--- src/rtl/ref_seq_pkg.sv ---
package ref_seq_pkg;

   typedef enum logic [2:0] {
      CMD_INHIBIT,
      CMD_NOP,
      CMD_PRE,
      CMD_REF,
      CMD_ACT
   } cmd_e;

   typedef enum logic [2:0] {
      S_IDLE,
      S_PRE,
      S_TRP,
      S_REF,
      S_RFC,
      S_ACT,
      S_DONE
   } state_e;

   typedef struct packed {
      logic cs_n;
      logic ras_n;
      logic cas_n;
      logic we_n;
   } pins_t;

endpackage

--- src/rtl/ref_cmd_encode.sv ---
module ref_cmd_encode
   import ref_seq_pkg::*;
(
   input  cmd_e  cmd_i,
   output pins_t pins_o
);

   always_comb begin
      case (cmd_i)
         CMD_NOP: pins_o = '{cs_n: 1'b0, ras_n: 1'b1, cas_n: 1'b1, we_n: 1'b1};
         CMD_PRE: pins_o = '{cs_n: 1'b0, ras_n: 1'b0, cas_n: 1'b1, we_n: 1'b0};
         CMD_REF: pins_o = '{cs_n: 1'b0, ras_n: 1'b0, cas_n: 1'b0, we_n: 1'b1};
         CMD_ACT: pins_o = '{cs_n: 1'b0, ras_n: 1'b0, cas_n: 1'b1, we_n: 1'b1};
         default: pins_o = '{cs_n: 1'b1, ras_n: 1'b1, cas_n: 1'b1, we_n: 1'b1};
      endcase
   end

endmodule

--- src/rtl/ref_gap_timer.sv ---
module ref_gap_timer #(
   parameter int CNT_W = 8
) (
   input  logic             clk,
   input  logic             rst_n,
   input  logic             load_i,
   input  logic [CNT_W-1:0] val_i,
   input  logic             dec_i,
   output logic             zero_o
);

   logic [CNT_W-1:0] cnt_q;

   always_ff @(posedge clk or negedge rst_n) begin
      if (!rst_n) begin
         cnt_q <= '0;
      end else if (load_i) begin
         cnt_q <= val_i;
      end else if (dec_i && (cnt_q != '0)) begin
         cnt_q <= cnt_q - 1'b1;
      end
   end

   assign zero_o = (cnt_q == '0);

endmodule

--- src/rtl/ref_bank_scan.sv ---
module ref_bank_scan #(
   parameter int NUM_BANKS = 4,
   localparam int BA_W = $clog2(NUM_BANKS),
   localparam int PC_W = $clog2(NUM_BANKS + 1)
) (
   input  logic [NUM_BANKS-1:0] banks_i,
   output logic                 multi_o,
   output logic [BA_W-1:0]      idx_o
);

   logic [PC_W-1:0] pop;

   always_comb begin
      pop = '0;
      for (int i = 0; i < NUM_BANKS; i++) begin
         pop = pop + PC_W'(banks_i[i]);
      end
   end

   always_comb begin
      idx_o = '0;
      for (int i = NUM_BANKS - 1; i >= 0; i--) begin
         if (banks_i[i]) idx_o = BA_W'(i);
      end
   end

   assign multi_o = (pop > PC_W'(1));

endmodule

--- src/rtl/ref_seq_top.sv ---
module ref_seq_top
   import ref_seq_pkg::*;
#(
   parameter int NUM_BANKS = 4,
   parameter int ADDR_W    = 13,
   parameter int ROW_W     = 13,
   parameter int AP_BIT    = 10,
   parameter int CNT_W     = 8,
   parameter int MAX_REFS  = 8,
   localparam int BA_W     = $clog2(NUM_BANKS),
   localparam int RC_W     = $clog2(MAX_REFS)
) (
   input  logic                 clk,
   input  logic                 rst_n,
   input  logic                 req_i,
   input  logic [NUM_BANKS-1:0] open_banks_i,
   input  logic [CNT_W-1:0]     trp_i,
   input  logic [CNT_W-1:0]     trfc_i,
   input  logic [RC_W-1:0]      num_refs_i,
   input  logic                 reopen_i,
   input  logic [ROW_W-1:0]     reopen_row_i,
   input  logic [BA_W-1:0]      reopen_bank_i,
   output logic                 cs_n_o,
   output logic                 ras_n_o,
   output logic                 cas_n_o,
   output logic                 we_n_o,
   output logic [ADDR_W-1:0]    addr_o,
   output logic [BA_W-1:0]      ba_o,
   output logic                 cke_o,
   output logic                 dq_oe_o,
   output logic                 busy_o,
   output logic                 done_o
);

   // elaboration-time parameter checks
   if (NUM_BANKS < 2 || (1 << BA_W) != NUM_BANKS) begin : g_bad_banks
      $error("NUM_BANKS must be a power of two, at least 2");
   end
   if (AP_BIT >= ADDR_W) begin : g_bad_ap
      $error("AP_BIT must lie inside the address bus");
   end
   if (ROW_W > ADDR_W || ROW_W < 1) begin : g_bad_row
      $error("ROW_W must be between 1 and ADDR_W");
   end
   if (CNT_W < 2) begin : g_bad_cnt
      $error("CNT_W must be at least 2");
   end
   if (MAX_REFS < 2 || (1 << RC_W) != MAX_REFS) begin : g_bad_refs
      $error("MAX_REFS must be a power of two, at least 2");
   end

   localparam logic [ADDR_W-1:0] ALL_BANKS_ADDR = ADDR_W'(1) << AP_BIT;

   state_e               state_q, state_d;
   logic [NUM_BANKS-1:0] banks_q;
   logic [CNT_W-1:0]     trp_q, trfc_q;
   logic [RC_W-1:0]      ref_left_q;
   logic                 more_q;
   logic                 reopen_q;
   logic [ROW_W-1:0]     row_q;
   logic [BA_W-1:0]      bank_q;

   logic                 accept;
   logic                 tmr_load, tmr_dec, tmr_zero;
   logic [CNT_W-1:0]     tmr_val;
   logic                 multi;
   logic [BA_W-1:0]      one_idx;
   logic [ADDR_W-1:0]    act_addr;
   cmd_e                 cmd;
   pins_t                pins;
   state_e               after_ref, after_rfc;
   logic                 more_now;

   assign accept = (state_q == S_IDLE) && req_i;

   // capture of request parameters at acceptance
   always_ff @(posedge clk or negedge rst_n) begin
      if (!rst_n) begin
         banks_q  <= '0;
         trp_q    <= '0;
         trfc_q   <= '0;
         reopen_q <= 1'b0;
         row_q    <= '0;
         bank_q   <= '0;
      end else if (accept) begin
         banks_q  <= open_banks_i;
         trp_q    <= trp_i;
         trfc_q   <= trfc_i;
         reopen_q <= reopen_i;
         row_q    <= reopen_row_i;
         bank_q   <= reopen_bank_i;
      end
   end

   // remaining refresh count
   assign more_now = (ref_left_q != '0);

   always_ff @(posedge clk or negedge rst_n) begin
      if (!rst_n) begin
         ref_left_q <= '0;
         more_q     <= 1'b0;
      end else if (accept) begin
         ref_left_q <= num_refs_i;
         more_q     <= 1'b0;
      end else if (state_q == S_REF) begin
         more_q <= more_now;
         if (more_now) ref_left_q <= ref_left_q - 1'b1;
      end
   end

   assign after_ref = more_now ? S_REF : (reopen_q ? S_ACT : S_DONE);
   assign after_rfc = more_q   ? S_REF : (reopen_q ? S_ACT : S_DONE);

   // next-state logic
   always_comb begin
      state_d  = state_q;
      tmr_load = 1'b0;
      tmr_val  = '0;
      tmr_dec  = 1'b0;
      case (state_q)
         S_IDLE: begin
            if (req_i) state_d = (|open_banks_i) ? S_PRE : S_REF;
         end
         S_PRE: begin
            if (trp_q <= CNT_W'(1)) begin
               state_d = S_REF;
            end else begin
               state_d  = S_TRP;
               tmr_load = 1'b1;
               tmr_val  = trp_q - CNT_W'(2);
            end
         end
         S_TRP: begin
            tmr_dec = 1'b1;
            if (tmr_zero) state_d = S_REF;
         end
         S_REF: begin
            if (trfc_q <= CNT_W'(1)) begin
               state_d = after_ref;
            end else begin
               state_d  = S_RFC;
               tmr_load = 1'b1;
               tmr_val  = trfc_q - CNT_W'(2);
            end
         end
         S_RFC: begin
            tmr_dec = 1'b1;
            if (tmr_zero) state_d = after_rfc;
         end
         S_ACT:   state_d = S_DONE;
         S_DONE:  state_d = S_IDLE;
         default: state_d = S_IDLE;
      endcase
   end

   always_ff @(posedge clk or negedge rst_n) begin
      if (!rst_n) state_q <= S_IDLE;
      else        state_q <= state_d;
   end

   ref_gap_timer #(
      .CNT_W (CNT_W)
   ) u_timer (
      .clk    (clk),
      .rst_n  (rst_n),
      .load_i (tmr_load),
      .val_i  (tmr_val),
      .dec_i  (tmr_dec),
      .zero_o (tmr_zero)
   );

   ref_bank_scan #(
      .NUM_BANKS (NUM_BANKS)
   ) u_scan (
      .banks_i (banks_q),
      .multi_o (multi),
      .idx_o   (one_idx)
   );

   // row placement on the address bus
   if (ROW_W == ADDR_W) begin : g_row_full
      assign act_addr = row_q;
   end else begin : g_row_pad
      assign act_addr = {{(ADDR_W - ROW_W){1'b0}}, row_q};
   end

   // command selection
   always_comb begin
      case (state_q)
         S_IDLE:  cmd = CMD_INHIBIT;
         S_PRE:   cmd = CMD_PRE;
         S_REF:   cmd = CMD_REF;
         S_ACT:   cmd = CMD_ACT;
         default: cmd = CMD_NOP;
      endcase
   end

   ref_cmd_encode u_enc (
      .cmd_i  (cmd),
      .pins_o (pins)
   );

   always_comb begin
      addr_o = '0;
      ba_o   = '0;
      if (state_q == S_PRE) begin
         addr_o = multi ? ALL_BANKS_ADDR : '0;
         ba_o   = multi ? '0 : one_idx;
      end else if (state_q == S_ACT) begin
         addr_o = act_addr;
         ba_o   = bank_q;
      end
   end

   assign cs_n_o  = pins.cs_n;
   assign ras_n_o = pins.ras_n;
   assign cas_n_o = pins.cas_n;
   assign we_n_o  = pins.we_n;
   assign cke_o   = 1'b1;
   assign dq_oe_o = 1'b0;
   assign busy_o  = (state_q != S_IDLE);
   assign done_o  = (state_q == S_DONE);

endmodule

--- config.mk ---
export PLATFORM = sky130hd
export DESIGN_NAME = ref_seq_top
export DESIGN_NICKNAME = d
export VERILOG_FILES = /design/src/rtl/ref_seq_pkg.sv /design/src/rtl/ref_cmd_encode.sv /design/src/rtl/ref_gap_timer.sv /design/src/rtl/ref_bank_scan.sv /design/src/rtl/ref_seq_top.sv
export SDC_FILE = /design/constraint.sdc
export NUM_CORES = 1
export LEC_CHECK = 0
export BUFFER_PORTS_ARGS = -buffer_cell sky130_fd_sc_hd__buf_4
export CAP_MARGIN = 20
export CORE_MARGIN = 4
export CORE_UTILIZATION = 51
export CTS_BUF_LIST = sky130_fd_sc_hd__clkbuf_8
export CTS_CLUSTER_SIZE = 28
export DETAILED_ROUTE_END_ITERATION = 10
export PLACE_DENSITY = 0.79
export SYNTH_ARGS = -nofsm -noshare
export SYNTH_HDL_FRONTEND = slang
export SYNTH_SLANG_ARGS = --single-unit
--- constraint.sdc ---
create_clock -name clk -period 1.8 [get_ports clk]
set_input_delay 0.36 -clock clk [delete_from_list [all_inputs] [get_ports clk]]
set_output_delay 0.36 -clock clk [all_outputs]
set_load 0.005 [all_outputs]
Yosys cells after proc, flatten, opt, wreduce, memory -nomap -nowiden

Cells that the tools add are included.

Output and inout bits: 23
Input port bits: 42
Register bits: 51

Add/sub/neg operators: 7
Reduce and logical (&&, ||, !) cells: 14
Order comparisons: 3
Equal/unequal tests: 13
Mux-type cells: 36

Operators with widths:

| cell                | number |
|---|---|
| $mux 8              | 4 |
| $mux 3              | 9 |
| $mux 13             | 2 |
| $mux 2              | 9 |
| $pmux 3 s6          | 1 |
| $le 8x1->1 const B  | 2 |
| $pmux 4 s4          | 1 |
| $pmux 8 s2          | 1 |
| $sub 8x2->8 const B | 2 |
| $eq 3x2->1 const B  | 4 |
| $eq 3x3->1 const B  | 4 |
| $pmux 3 s4          | 1 |
| $mux 11             | 1 |
| $logic_not 8->1     | 1 |
| $reduce_bool 8->1   | 1 |
| $sub 8x1->8 const B | 1 |
| $add 3x1->3         | 2 |
| $eq 3x1->1 const B  | 2 |
| $mux 1              | 6 |
| $ne 2x2->1 const B  | 3 |
| $reduce_bool 2->1   | 3 |
| $reduce_bool 3->1   | 2 |
| $reduce_or 4->1     | 1 |
| $gt 3x1->1 const B  | 1 |
| other kinds (8)     | 9 |

Logic depth before layout (Yosys ltp)

Word-level depth: 6
Gate-level depth with buffers: 7
Depth with buffers taken out: 7

Hierarchy

From an unflattened synthesis, not the netlist that was laid out.

Cell total of the unflattened synthesis: 298
Area, all modules: 2951.6 um^2

Modules (own cells, without submodules):

| module         | area each (um^2) | sequential area each (um^2) | times used | cells each |
|---|---|---|---|---|
| ref_seq_top    | 2323.5           | 1076.0                      | 1          | 226 |
| ref_gap_timer  | 528.0            | 200.2                       | 1          | 58 |
| ref_bank_scan  | 61.3             | 0.0                         | 1          | 8 |
| ref_cmd_encode | 38.8             | 0.0                         | 1          | 6 |

Worst setup path after synthesis

OpenSTA, ideal clock, no wires.

Path kind: flip-flop to flip-flop
From: reg state_q[2]
To: reg trfc_q[0]
Setup time: 0.125 ns
Arrival time: 1.786 ns
Period minus slack after synthesis: 1.911 ns
Slack: -0.111 ns
Buffers on the path: 3
Cell stages (with the launch flop): 7
Cell sequence: dfrtp_1 -> buf_2 -> nor3_1 -> and2_1 -> buf_2 -> buf_2 -> mux2_2

Word-level cells in the longest chain between the ends: 2

RTL lines:

| item                   | RTL line           | text |
|---|---|---|
| start, declared        | ref_seq_top.sv:54  | `state_e state_q, state_d;` |
| start signal, assigned | ref_seq_top.sv:158 | `else state_q <= state_d;` |
| $logic_not 3->1        | ref_seq_top.sv:74  | `assign accept = (state_q == S_IDLE) && req_i;` |
| $logic_and 1x1->1      | ref_seq_top.sv:74  |  |
| end signal, assigned   | ref_seq_top.sv:88  | `trfc_q <= trfc_i;` |
| end, declared          | ref_seq_top.sv:56  | `logic [CNT_W-1:0] trp_q, trfc_q;` |

No other way between the ends.
A chain may end at the register's enable or synchronous reset.

Worst setup path in the final report

From: reg banks_q[0]
To: out ba_o[1]

Word-level cells in the longest chain between the ends: 6

RTL lines:

| item                     | RTL line            | text |
|---|---|---|
| start, declared          | ref_seq_top.sv:55   | `logic [NUM_BANKS-1:0] banks_q;` |
| start signal, assigned   | ref_seq_top.sv:86   | `banks_q <= open_banks_i;` |
| $add 1x1->2              | ref_bank_scan.sv:16 | `pop = pop + PC_W'(banks_i[i]);` |
| $add 3x1->3 (2 in a row) | ref_bank_scan.sv:16 |  |
| $gt 3x1->1               | ref_bank_scan.sv:27 | `assign multi_o = (pop > PC_W'(1));` |
| $mux 2 (*)               | ref_seq_top.sv:208  | `ba_o = multi ? '0 : one_idx;` |
| $mux 2 (*)               | ref_seq_top.sv:206  | `if (state_q == S_PRE) begin` |
| end, declared            | ref_seq_top.sv:28   | `output logic [BA_W-1:0] ba_o,` |

Mark *: on every way between the ends. The rest lies on a longest branch, timed or not.

==> run_results.csv <==
group,metric,value,unit
run_status,outcome,"finished, violations left",
run_status,violations,"setup timing",
global_route,grt.total_usage,25.4,%
timing,hold_violations,0,
min_path,hold_class,"in -> async",
drt,wl_met1,4090,um
clock_network,cts_buffer_depth,2,
cells_and_area,layout_commonest_cell,"buf_4",
placement,dp_cells,454,
die,start_util,52.3,%
cells_and_area,final_util,83.2,%
synth,synth_edf_count,0,
global_route,grt_max_degree,52,
timing,finalCritPeriodShare,138,%
worst_setup_path,cp-startpoint,"banks_q[0]",
worst_setup_path,worstSetupPathType,"reg -> out",
drt,routed_via_density,6.18,
worst_setup_path,cp_slowest_stage_delay,0.44,ns
die,dieArea,0.00688,sq mm
clock_network,clock-root-buffer,"clkbuf_8",
synth,syn_nets,336,
drt,dr_wl_met2,5360,um
timing,layout_setup_ws,-0.681,ns
synth,netlist_area,0.00286,sq mm
global_route,antenna_found_initial,0,
synth,yosys_warnings,0,
worst_setup_path,setup.worst_path.start_class,"register",
clock_network,htreeDepth,2,
power_and_ir_drop,leakagePower,2.12,nW
die,num_rows,27,
synth,yosys_register_bits,51,
die,die_h,82.9,um
placement,gp_congestion,0.863,
placement,dp_hpwl,5310,um
worst_setup_path,crit_fanout,2,
cells_and_area,layout_common_cells,"buf_4, dfrtp_1, mux2_4",
drt,antenna_left,0,
worst_setup_path,crit_required,1.44,ns
drt,avgRoutedWirePerCell,22.7,um
global_route,grt_pass1_vias,2878,
timing,fin_skew,0.0153,ns
placement,port_buffers,62,
clock_network,clk_pin_slew,0.10,ns
timing,worst_pin_slew,0.665,ns
global_route,grt-ovfl-total,0,
timing,rsz0062_at_grt,"yes",
cells_and_area,drive_gt1_share,57.7,%
die,io-pin-count,65,
cells_and_area,nets,463,
die,die_w,82.9,um
cells_and_area,area_delta_synth_final,59.1,%
timing,fin_crit,2.48,ns
drt,drc,0,
die,fp.coreArea,0.00547,sq mm
drt,top_layer,"met4",
worst_setup_path,critPathSlowestCell,"dfrtp_1",
timing,slew_headroom,55.7,%
worst_setup_path,path_common_cell,"ha_4",
global_route,grt_pass1_wl,14100,um
drt,wirelength,11000,um
drt,wl_met3,1050,um
placement,place_ws,-0.253,ns
timing,fmax,403,MHz
worst_setup_path,end_kind,"output port",
cells_and_area,n_antenna_cell,0,
timing,fin_tns_setup,-6.42,ns
drt,drt_iter0_markers,326,
worst_setup_path,cp.arrival,2.12,ns
worst_setup_path,crit_chain,"ha_4 -> ha_4 -> a211oi_4 -> nand3b_1 -> o31ai_2 -> buf_4",
synth,synth_ff_type,"dfrtp_1",
synth,syn_avg_cell_area,10.0,sq um
cells_and_area,layoutNonFillerInstCount,486,
clock_network,numCtsBuffers,5,
synth,seq_area_frac_synth,44.6,%
drt,drtPass1Iterations,5,
clock_network,clkSinkCount,51,
synth,synthDistinctLibCells,49,
synth,async_flop_share,100,%
timing,setup-violations-final,58,
clock_network,clock_latency,0.31,ns
power_and_ir_drop,powerDensity,1900,mW/mm^2
flow_run,cap_violations,0,
synth,synth_cells,286,
power_and_ir_drop,power.total,8.65,mW
clock_network,cts_tree,"done",
power_and_ir_drop,peakVddDrop,1.09,mV
timing,slew_viol_final,0,
drt,vias,3002,
worst_setup_path,timing.rr.start,"trfc_q[2]",
-- critical path, delay by kind of cell (launching register included) --
family,cells,cell delay [ns]
AOI/OAI and AO/OA,2,0.54
adders and majority gates,2,0.50
DFF,1,0.44
and+or+nand+nor,1,0.17
buffers and inverters,1,0.15
-- Yosys cell counts, drive strengths merged, types with 3 or more instances --
library cell,n,area [sq um]
mux2,32,360
nor2b,3,18.8
o22ai,5,31.3
xnor2,7,61.3
nand2,23,86.3
nor3b,5,37.5
o21a,3,22.5
a21oi,14,70.1
o22a,4,35.0
a31oi,3,18.8
nor2,15,56.3
nor3,8,40.0
or3,4,25.0
clkbuf,3,11.3
buf,10,55.1
dfrtp,51,1280
ha,8,100
or4,3,30.0
nand2b,4,25.0
o21ai,20,115
inv,16,60.1
and2,14,88.8
-- flip-flops by register name, summed over array words and instances (netlist names) --
name	count
act_addr	13
bank_q	2
banks_q	4
more_q	1
ref_left_q	3
reopen_q	1
state_q	3
trfc_q	8
trp_q	8
u_timer.cnt_q	8
-- final timing paths --
path / depth (start not counted) / to / slack, ns
worst max-delay path: 6 / ba_o[1] / -0.68
worst min-delay path: 1 / banks_q[2] / 0.07
worst max register to register: 7 / u_timer.cnt_q[3] / -0.19
worst min register to register: 1 / act_addr[5] / 0.53
max in group asynchronous: 1 / state_q[1] / 1.26
min in group clk: 3 / ref_left_q[2] / 0.24
-- metrics by stage --
stage	hold WS (ns)	instance area, sq um
global route	0.102	4560
CTS	0.0886	4160
floorplan	0.0644	2890
finish	0.0714	4560
global placement	0.431	3760
detailed placement	0.433	3760
-- area by class of cell --
type	count	area, sq um
Multi-Input combinational cell	206	1850
Sequential cell	51	1280
Timing Repair Buffer	133	1150
Fill cell	282	917
Tap cell	72	90.1
Clock buffer	6	82.6
Inverter	16	67.6
Clock inverter	2	38.8
-- logic make-up (layout without fill, tap and decap cells) --
logic type	count (synthesis)	count (layout)	share of synthesized area, %
other	2	2	0.262
AO/OA/AOI/OAI	65	65	14.8
flip-flops	51	51	44.6
AND/OR/NAND/NOR	89	89	16.7
adder cells (fa/ha/maj)	8	8	3.50
XOR/XNOR	8	8	2.45
buffers and inverters	29	157	4.41
multiplexers	34	34	13.3
-- layer usage --
layer | track usage, % | vias to the layer above
met1 | 29.2 | 1480
met2 | 44.1 | 213
li1 | - | 1260
met5 | 0 | -
met4 | 9.36 | 0
met3 | 7.94 | 49
-- report_power, final --
part           total, mW  leakage (nW)  switching [mW]  internal, mW
clock network      0.880        0.0618           0.421         0.458
logic               5.54          1.45            2.57          2.97
registers           2.23         0.611           0.500          1.73
total               8.65          2.12            3.49          5.16
-- repair_timing --
action                                  in CTS  in global routing
gates resized for setup                     65                 67
endpoints found under the setup margin      42                 48
hold buffers                                 0                  0
pin swaps                                   28                 27
setup buffers                               10                 16
gates cloned                                 1                  1
(Power assumes the default switching activity.)
